File: src/rtl/defl_sbuf_pkg.sv
package defl_sbuf_pkg;
   // width of a counter that must hold values 0..n
   function automatic int unsigned cnt_w(input int unsigned n);
      return (n < 2) ? 1 : $clog2(n + 1);
   endfunction
   // width of an index into n entries (at least one bit)
   function automatic int unsigned idx_w(input int unsigned n);
      return (n < 3) ? 1 : $clog2(n);
   endfunction
endpackage

File: src/rtl/defl_sbuf_pick.sv
module defl_sbuf_pick #(
   parameter int unsigned N = 4
) (
   input  logic [N-1:0]                            req,
   output logic [N-1:0]                            gnt,
   output logic [defl_sbuf_pkg::idx_w(N)-1:0]      idx,
   output logic                                    any
);
   localparam int unsigned IW = defl_sbuf_pkg::idx_w(N);

   always_comb begin
      gnt = '0;
      idx = '0;
      any = 1'b0;
      for (int i = 0; i < int'(N); i++) begin
         if (req[i] && !any) begin
            any    = 1'b1;
            gnt[i] = 1'b1;
            idx    = IW'(i);
         end
      end
   end
endmodule

File: src/rtl/defl_sbuf_fifo.sv
module defl_sbuf_fifo #(
   parameter int unsigned DW    = 8,
   parameter int unsigned DEPTH = 4
) (
   input  logic                                    clk,
   input  logic                                    rst_n,
   input  logic                                    push,
   input  logic                                    pop,
   input  logic [DW-1:0]                           wdata,
   output logic [DW-1:0]                           rdata,
   output logic [defl_sbuf_pkg::cnt_w(DEPTH)-1:0]  lvl,
   output logic                                    full,
   output logic                                    empty
);
   localparam int unsigned PW = defl_sbuf_pkg::idx_w(DEPTH);
   localparam int unsigned CW = defl_sbuf_pkg::cnt_w(DEPTH);
   localparam bit          POW2 = (DEPTH == (1 << PW));

   logic [DW-1:0] mem [DEPTH];
   logic [PW-1:0] wp, rp, wp_nx, rp_nx;

   generate
      if (POW2) begin : g_wrap_nat
         assign wp_nx = wp + 1'b1;
         assign rp_nx = rp + 1'b1;
      end else begin : g_wrap_cmp
         assign wp_nx = (wp == PW'(DEPTH - 1)) ? '0 : wp + 1'b1;
         assign rp_nx = (rp == PW'(DEPTH - 1)) ? '0 : rp + 1'b1;
      end
   endgenerate

   assign full  = (lvl == CW'(DEPTH));
   assign empty = (lvl == '0);
   assign rdata = mem[rp];

   always_ff @(posedge clk or negedge rst_n) begin
      if (!rst_n) begin
         wp  <= '0;
         rp  <= '0;
         lvl <= '0;
      end else begin
         if (push) wp <= wp_nx;
         if (pop)  rp <= rp_nx;
         lvl <= lvl + CW'(push) - CW'(pop);
      end
   end

   always_ff @(posedge clk) begin
      if (push) mem[wp] <= wdata;
   end
endmodule

File: src/rtl/defl_side_buffer.sv
module defl_side_buffer #(
   parameter int unsigned NP    = 4,
   parameter int unsigned DW    = 8,
   parameter int unsigned DEPTH = 4
) (
   input  logic             clk,
   input  logic             rst_n,
   input  logic [NP-1:0]    slot_valid_i,
   input  logic [NP-1:0]    slot_gold_i,
   input  logic [NP-1:0]    slot_defl_i,
   input  logic [NP*DW-1:0] slot_data_i,
   output logic [NP-1:0]    slot_valid_o,
   input  logic             inj_slot_free_i,
   input  logic             loc_req_i,
   output logic             loc_gnt_o,
   output logic             reinj_valid_o,
   output logic [DW-1:0]    reinj_data_o,
   output logic             reinj_take_o
);
   localparam int unsigned IW = defl_sbuf_pkg::idx_w(NP);
   localparam int unsigned CW = defl_sbuf_pkg::cnt_w(DEPTH);

   generate
      if (NP < 2)    begin : g_bad_np    $error("NP must be at least 2");    end
      if (DW < 1)    begin : g_bad_dw    $error("DW must be at least 1");    end
      if (DEPTH < 1) begin : g_bad_depth $error("DEPTH must be at least 1"); end
   endgenerate

   logic [NP-1:0] cand, cap_oh;
   logic [IW-1:0] cap_idx;
   logic          cand_any, cap_w, full_w, empty_w;
   logic [CW-1:0] lvl;
   logic [DW-1:0] cap_data;

   assign cand = slot_valid_i & slot_defl_i & ~slot_gold_i;

   defl_sbuf_pick #(.N(NP)) u_pick (
      .req (cand),
      .gnt (cap_oh),
      .idx (cap_idx),
      .any (cand_any)
   );

   assign cap_w        = cand_any & ~full_w;
   assign cap_data     = slot_data_i[cap_idx*DW +: DW];
   assign slot_valid_o = slot_valid_i & ~(cap_w ? cap_oh : '0);

   assign reinj_valid_o = ~empty_w;
   assign reinj_take_o  = inj_slot_free_i & ~empty_w;
   assign loc_gnt_o     = inj_slot_free_i & loc_req_i & empty_w;

   defl_sbuf_fifo #(.DW(DW), .DEPTH(DEPTH)) u_fifo (
      .clk   (clk),
      .rst_n (rst_n),
      .push  (cap_w),
      .pop   (reinj_take_o),
      .wdata (cap_data),
      .rdata (reinj_data_o),
      .lvl   (lvl),
      .full  (full_w),
      .empty (empty_w)
   );
endmodule

File: config.mk
export PLATFORM = sky130hd
export DESIGN_NAME = defl_side_buffer
export DESIGN_NICKNAME = d
export VERILOG_FILES = /design/src/rtl/defl_sbuf_pkg.sv /design/src/rtl/defl_sbuf_pick.sv /design/src/rtl/defl_sbuf_fifo.sv /design/src/rtl/defl_side_buffer.sv
export SDC_FILE = /design/constraint.sdc
export NUM_CORES = 1
export LEC_CHECK = 0
export ABC_AREA = 1
export BUFFER_PORTS_ARGS = -buffer_cell sky130_fd_sc_hd__buf_2
export CAP_MARGIN = 20
export CORE_MARGIN = 1.5
export CORE_UTILIZATION = 45
export CTS_CLUSTER_DIAMETER = 150
export DETAILED_ROUTE_END_ITERATION = 10
export PLACE_DENSITY = 0.73
export SETUP_SLACK_MARGIN = 0.1
export SYNTH_ARGS = -nofsm -noshare
export SYNTH_HDL_FRONTEND = slang
export SYNTH_HIERARCHICAL = 1
export SYNTH_SLANG_ARGS = --single-unit
File: constraint.sdc
create_clock -name clk -period 2.1 [get_ports clk]
set_clock_uncertainty 0.15 [all_clocks]
set_input_delay 0.315 -clock clk [delete_from_list [all_inputs] [get_ports clk]]
set_output_delay 0.315 -clock clk [all_outputs]
set_load 0.005 [all_outputs]
-- After elaboration in Yosys (flattened, before gate mapping)
Memories as Yosys holds them, arrays and structs flattened.
Cells that the tools add are included.
- output and inout bits: 15
- bits of input ports: 48
- register bits after elaboration: 7
- bits in writable memories: 32
- memories: 1
- logic and storage cells: 41
- muxes and demuxes: 13
- equality and inequality tests: 1
- shift-type cells: 1
- reduce and logical (&&, ||, !) cells: 7
- bitwise operators: 11
- add/sub/neg operators: 4
- memories (memory ; words ; bits a word ; read ports ; clocked after Yosys merged registers in ; write ports ; line ; RTL):
    u_fifo.mem ; 4 ; 8 ; 1 ; 0 ; 1 ; defl_sbuf_fifo.sv:19 ; logic [DW-1:0] mem [DEPTH];
- operator list (operator ; count):
    32-bit by 6-bit indexed part select with 8-bit output ; 1
    4-bit AND ; 3
    1-bit two-way mux ; 10
    4-bit NOT ; 2
    2-bit by 1-bit adder with 2-bit output, second input constant ; 2
    1-bit AND ; 4
    2-bit two-way mux ; 2
    4-bit two-way mux ; 1
    3-bit by 1-bit adder with 3-bit output ; 1
    3-bit == test, second input constant ; 1
    1-bit logical AND ; 3
    1-bit zero test ; 3
    3-bit zero test ; 1
    3-bit by 1-bit subtractor with 3-bit output ; 1
    1-bit NOT ; 2

-- Depth between registers and ports, before layout
- depth after elaboration: 16
- mapped depth: 15
- depth with buffers taken out: 14

-- Cells and area by module
The synthesis kept the hierarchy.
- by module, submodules not included (module ; seq. area each (um^2) ; cells an instance ; times used ; area an instance (um^2)):
    defl_sbuf_fifo ; 1136.1 ; 171 ; 1 ; 1766.7
    defl_side_buffer ; 0.0 ; 122 ; 1 ; 505.5
    defl_sbuf_pick ; 0.0 ; 13 ; 1 ; 62.6

-- Least setup slack after synthesis
OpenSTA, ideal clock, no wires.
- kind: input to register
- start point: in slot_defl_i[0]
- end point: reg u_fifo/lvl[2] (netlist name)
- slack: -0.146 ns
- path buffers: 1
- stages on the path: 15
- data arrival time: 2.031 ns
- required time: 1.885 ns
- library setup time: 0.065 ns
- path through: nand2_1 nor2_1 nor2_2 nand3b_1 nand2_1 inv_1 buf_2 inv_1 ha_1 inv_1 ha_1 fa_1 inv_1 nand3_1 nand2_1
- cells in the longest elaborated chain, start to end: 15
- RTL lines (item ; line ; RTL):
    start, declared ; defl_side_buffer.sv:10 ; input logic [NP-1:0] slot_defl_i,
    4-bit AND (*) (2 in series) ; defl_side_buffer.sv:35 ; assign cand = slot_valid_i & slot_defl_i & ~slot_gold_i;
    named net cand[0] ; defl_side_buffer.sv:29 ; logic [NP-1:0] cand, cap_oh;
    1-bit two-way mux (*) ; defl_sbuf_pick.sv:16 ; if (req[i] && !any) begin
    1-bit zero test ; defl_sbuf_pick.sv:16 ;
    1-bit logical AND ; defl_sbuf_pick.sv:16 ;
    1-bit two-way mux (*) ; defl_sbuf_pick.sv:16 ;
    1-bit zero test ; defl_sbuf_pick.sv:16 ;
    1-bit logical AND ; defl_sbuf_pick.sv:16 ;
    1-bit two-way mux (*) ; defl_sbuf_pick.sv:16 ;
    1-bit zero test ; defl_sbuf_pick.sv:16 ;
    1-bit logical AND ; defl_sbuf_pick.sv:16 ;
    1-bit two-way mux (*) ; defl_sbuf_pick.sv:16 ;
    named net cand_any ; defl_side_buffer.sv:31 ; logic cand_any, cap_w, full_w, empty_w;
    1-bit AND (*) ; defl_side_buffer.sv:44 ; assign cap_w = cand_any & ~full_w;
    named net cap_w ; defl_side_buffer.sv:31 ;
    3-bit by 1-bit adder with 3-bit output (*) ; defl_sbuf_fifo.sv:44 ; lvl <= lvl + CW'(push) - CW'(pop);
    3-bit by 1-bit subtractor with 3-bit output (*) ; defl_sbuf_fifo.sv:44 ;
    end signal, assigned ; defl_sbuf_fifo.sv:44 ;
    end, declared ; defl_sbuf_fifo.sv:11 ; output logic [defl_sbuf_pkg::cnt_w(DEPTH)-1:0] lvl,
The timed path passes the listed nets; every way through them passes the cells marked *.
A chain may end at the register's enable or synchronous reset.

-- Worst setup path after layout
- start point: reg u_fifo/lvl[1] (netlist name)
- end point: reg u_fifo/lvl[2] (netlist name)
- cells in the longest elaborated chain, start to end: 5
- elaborated cells between the ends (all ways): 8
- those cells by class: 2 x add/sub; 1 x eq/ne; 4 x bitwise; 1 x reduce/logical
- RTL lines (item ; line ; RTL):
    3-bit == test ; defl_sbuf_fifo.sv:32 ; assign full = (lvl == CW'(DEPTH));
    named net full_w ; defl_side_buffer.sv:31 ;
    1-bit NOT ; defl_side_buffer.sv:44 ;
    1-bit AND ; defl_side_buffer.sv:44 ;
    named net cap_w ; defl_side_buffer.sv:31 ;
    3-bit by 1-bit adder with 3-bit output ; defl_sbuf_fifo.sv:44 ;
    3-bit by 1-bit subtractor with 3-bit output ; defl_sbuf_fifo.sv:44 ;
The timed path passes the listed nets, and every way through them passes these cells.

==> metrics.md <==
| Metric | Value |
|---|---|
| Final core occ | `0.580` |
| Final Setup Violations | `0` |
| Total track usage | `0.168` |
| Worst Tran Pin Value | `0.373 ns` |
| Reg-to-Reg Start | `u_fifo/lvl[1]` |
| Commonest non-fill, non-tap cell in the layout | `nand2_1` |
| Final hold vios | `0` |
| Hold slack final | `0.239 ns` |
| DRT iter0 DRCs | `119` |
| Sequential area share after synthesis | `0.487` |
| Clock latency at the later pin of the worst-skew pair | `0.29 ns` |
| Layout cells sized above 1 | `0.271` |
| ANT cells | `0` |
| Final period utilization | `0.944` |
| Initial antenna violation count | `0` |
| Mapped Nets | `361` |
| CP bufs+invs | `6` |
| Synth Warn # | `6` |
| Pleak | `1.64 nW` |
| Unrepaired setup endpoints after global routing | `yes` |
| CP delay by family, top | `adder cells` |
| Drt drc | `0` |
| Vias in the first global route | `1724` |
| Htree depth | `2` |
| Initial core utilization | `0.463` |
| Gpl congestion | `0.746` |
| Cell variety after synth | `18` |
| Worst VDD drop | `0.000369 V` |
| CP Capture Type | `flip-flop` |
| Worst slew margin | `0.751` |
| Clock Path Buffers | `2` |
| Setup crit start | `u_fifo/lvl[1]` |
| NumNets Final | `431` |
| Overflow after GRT | `0` |
| HPWL after DPL | `3190 microns` |
| PwrDens | `979 nW/um^2` |
| WP data arrival | `2.06 ns` |
| First-pass GRT wire length | `7000 microns` |
| Status | `finished, final reports clean` |
| CP required | `2.18 ns` |
| Syn Std Cell Area | `2330 sq um` |
| Max-cap violations | `0` |
| Total Wirelength | `4170 microns` |
| FF-to-FF setup slack | `0.12 ns` |
| Setup TNS | `0 ns` |
| Cells after Synth | `306` |
| Most frequent CP cell | `inv_2` |
| Syn_area_per_cell | `7.63 sq um` |
| Final antenna-violating net count | `0` |
| Reg clk slew, reported paths | `0.07 ns` |
| Core Region | `5040 sq um` |
| Die width | `75.0 microns` |
| Synth Register Bits | `39` |
| Fillers | `464` |
| Pin count of the biggest net entering global routing | `17` |
| Fin. max-slew vios | `0` |
| Die Ht | `75.0 microns` |
| Area added between synthesis and finish | `25.2%` |
| FMAX | `504 MHz` |
| Top Ports | `63` |
| CP max-delay cell | `dfrtp_1` |
| DIE AREA | `5630 sq um` |
| CP startpoint kind | `flip-flop` |
| Most frequent cells in the layout | `nand2_1, inv_1, buf_2` |
| Setup CP Type | `flip-flop to flip-flop` |
| CTS tree | `built` |
| Routed vias | `1909` |
| CP max FO | `3` |
| TritonCTS Buffers | `5` |
| Register area | `1140 sq um` |
| Crit-path max cell delay | `0.41 ns` |
| CP Cell Sequence | `inv_2, nand2_4, nor2_4, inv_2, nand2_2, inv_2, inv_2, ha_4, inv_2, ha_4, fa_2, inv_2, nand3_2, nand2_1` |
| Drt wl/cell | `9.32 microns` |
| Root buffer cell | `clkbuf_8` |
| Rows | `26` |
| Crit path time final | `1.98 ns` |
| DR pass1 iterations | `4` |
| Vias per inst | `4.27` |
| Clock Sink Count | `39` |
| PortBufs | `62` |
| Multi-input combinational cell area | `835 sq um` |
| Hold Crit Class | `input port to async pin` |
-- power breakdown --
group / internal [mW] / switching [mW] / total (mW)
clock network: 0.231 / 0.244 / 0.474
registers: 1.05 / 0.154 / 1.20
logic: 0.513 / 0.671 / 1.18
-- final cells by class --
class,count,area share
Sequential cell,39,0.389
Multi-Input combinational cell,160,0.285
Timing Repair Buffer,73,0.139
Clock buffer,5,0.0235
Tap cell,70,0.0300
Inverter,97,0.126
Clock inverter,3,0.00685
-- stage by stage --
stage	setup WS [ns]	std cells	cell area (sq um)	power (mW)
2_1_floorplan	0.0658	306	2400	1.97
3_3_place_gp	0.0334	437	2790	2.29
3_5_place_dp	-0.00322	437	2790	2.34
4_1_cts	0.110	446	2890	2.82
5_1_grt	0.0181	447	2920	3.11
6_report	0.117	447	2920	2.86
-- routing by layer --
layer	GRT usage	wire length [microns]	vias up
met5	0	0	-
met4	0.0909	87	0
met3	0.0295	259	7
met2	0.296	2100	69
met1	0.193	1720	800
li1	-	-	1033
-- worst paths after layout --
kind / end / cells after the start
hold reg to reg: u_fifo/wp[0] / 1
hold / removal: u_fifo/wp[0] / 2
setup / recovery: u_fifo/lvl[2] / 14
min in group clk: u_fifo/mem[2][0] / 5
setup reg to reg: u_fifo/lvl[2] / 14
max in group asynchronous: u_fifo/rp[0] / 2
-- cells in the mapped netlist (all sizes together) --
master | n | area share
edfxtp | 32 | 0.41
nor3 | 2 | 0.0043
nor2 | 8 | 0.014
nand2 | 99 | 0.16
fa | 1 | 0.0086
nand3 | 34 | 0.073
xor2 | 3 | 0.011
ha | 6 | 0.032
inv | 97 | 0.16
dfrtp | 7 | 0.075
o21ai | 6 | 0.013
nand3b | 1 | 0.0032
buf | 10 | 0.037
-- registers in the layout, indices dropped and copies added (netlist names) --
register and flops:
u_fifo/mem 32, u_fifo/lvl 3, u_fifo/rp 2, u_fifo/wp 2
-- logic make-up after synthesis --
| family | after synthesis | share of synthesized area |
|---|---|---|
| compound gates | 6 | 0.0129 |
| xor+xnor | 3 | 0.0113 |
| fa+ha+maj | 7 | 0.0407 |
| buf+inv | 107 | 0.195 |
| flops | 39 | 0.487 |
| simple gates | 144 | 0.253 |
-- repair_timing --
| item | 4_1_cts | 5_1_grt |
|---|---|---|
| pin swaps | 0 | 8 |
| hold buffers | 1 | 0 |
| hold endpoints to repair | 7 | 0 |
| buffers inserted | 0 | 1 |
| endpoints found under the setup margin | 1 | 6 |
| resized for setup | 1 | 12 |
(Power assumes the default switching activity.)
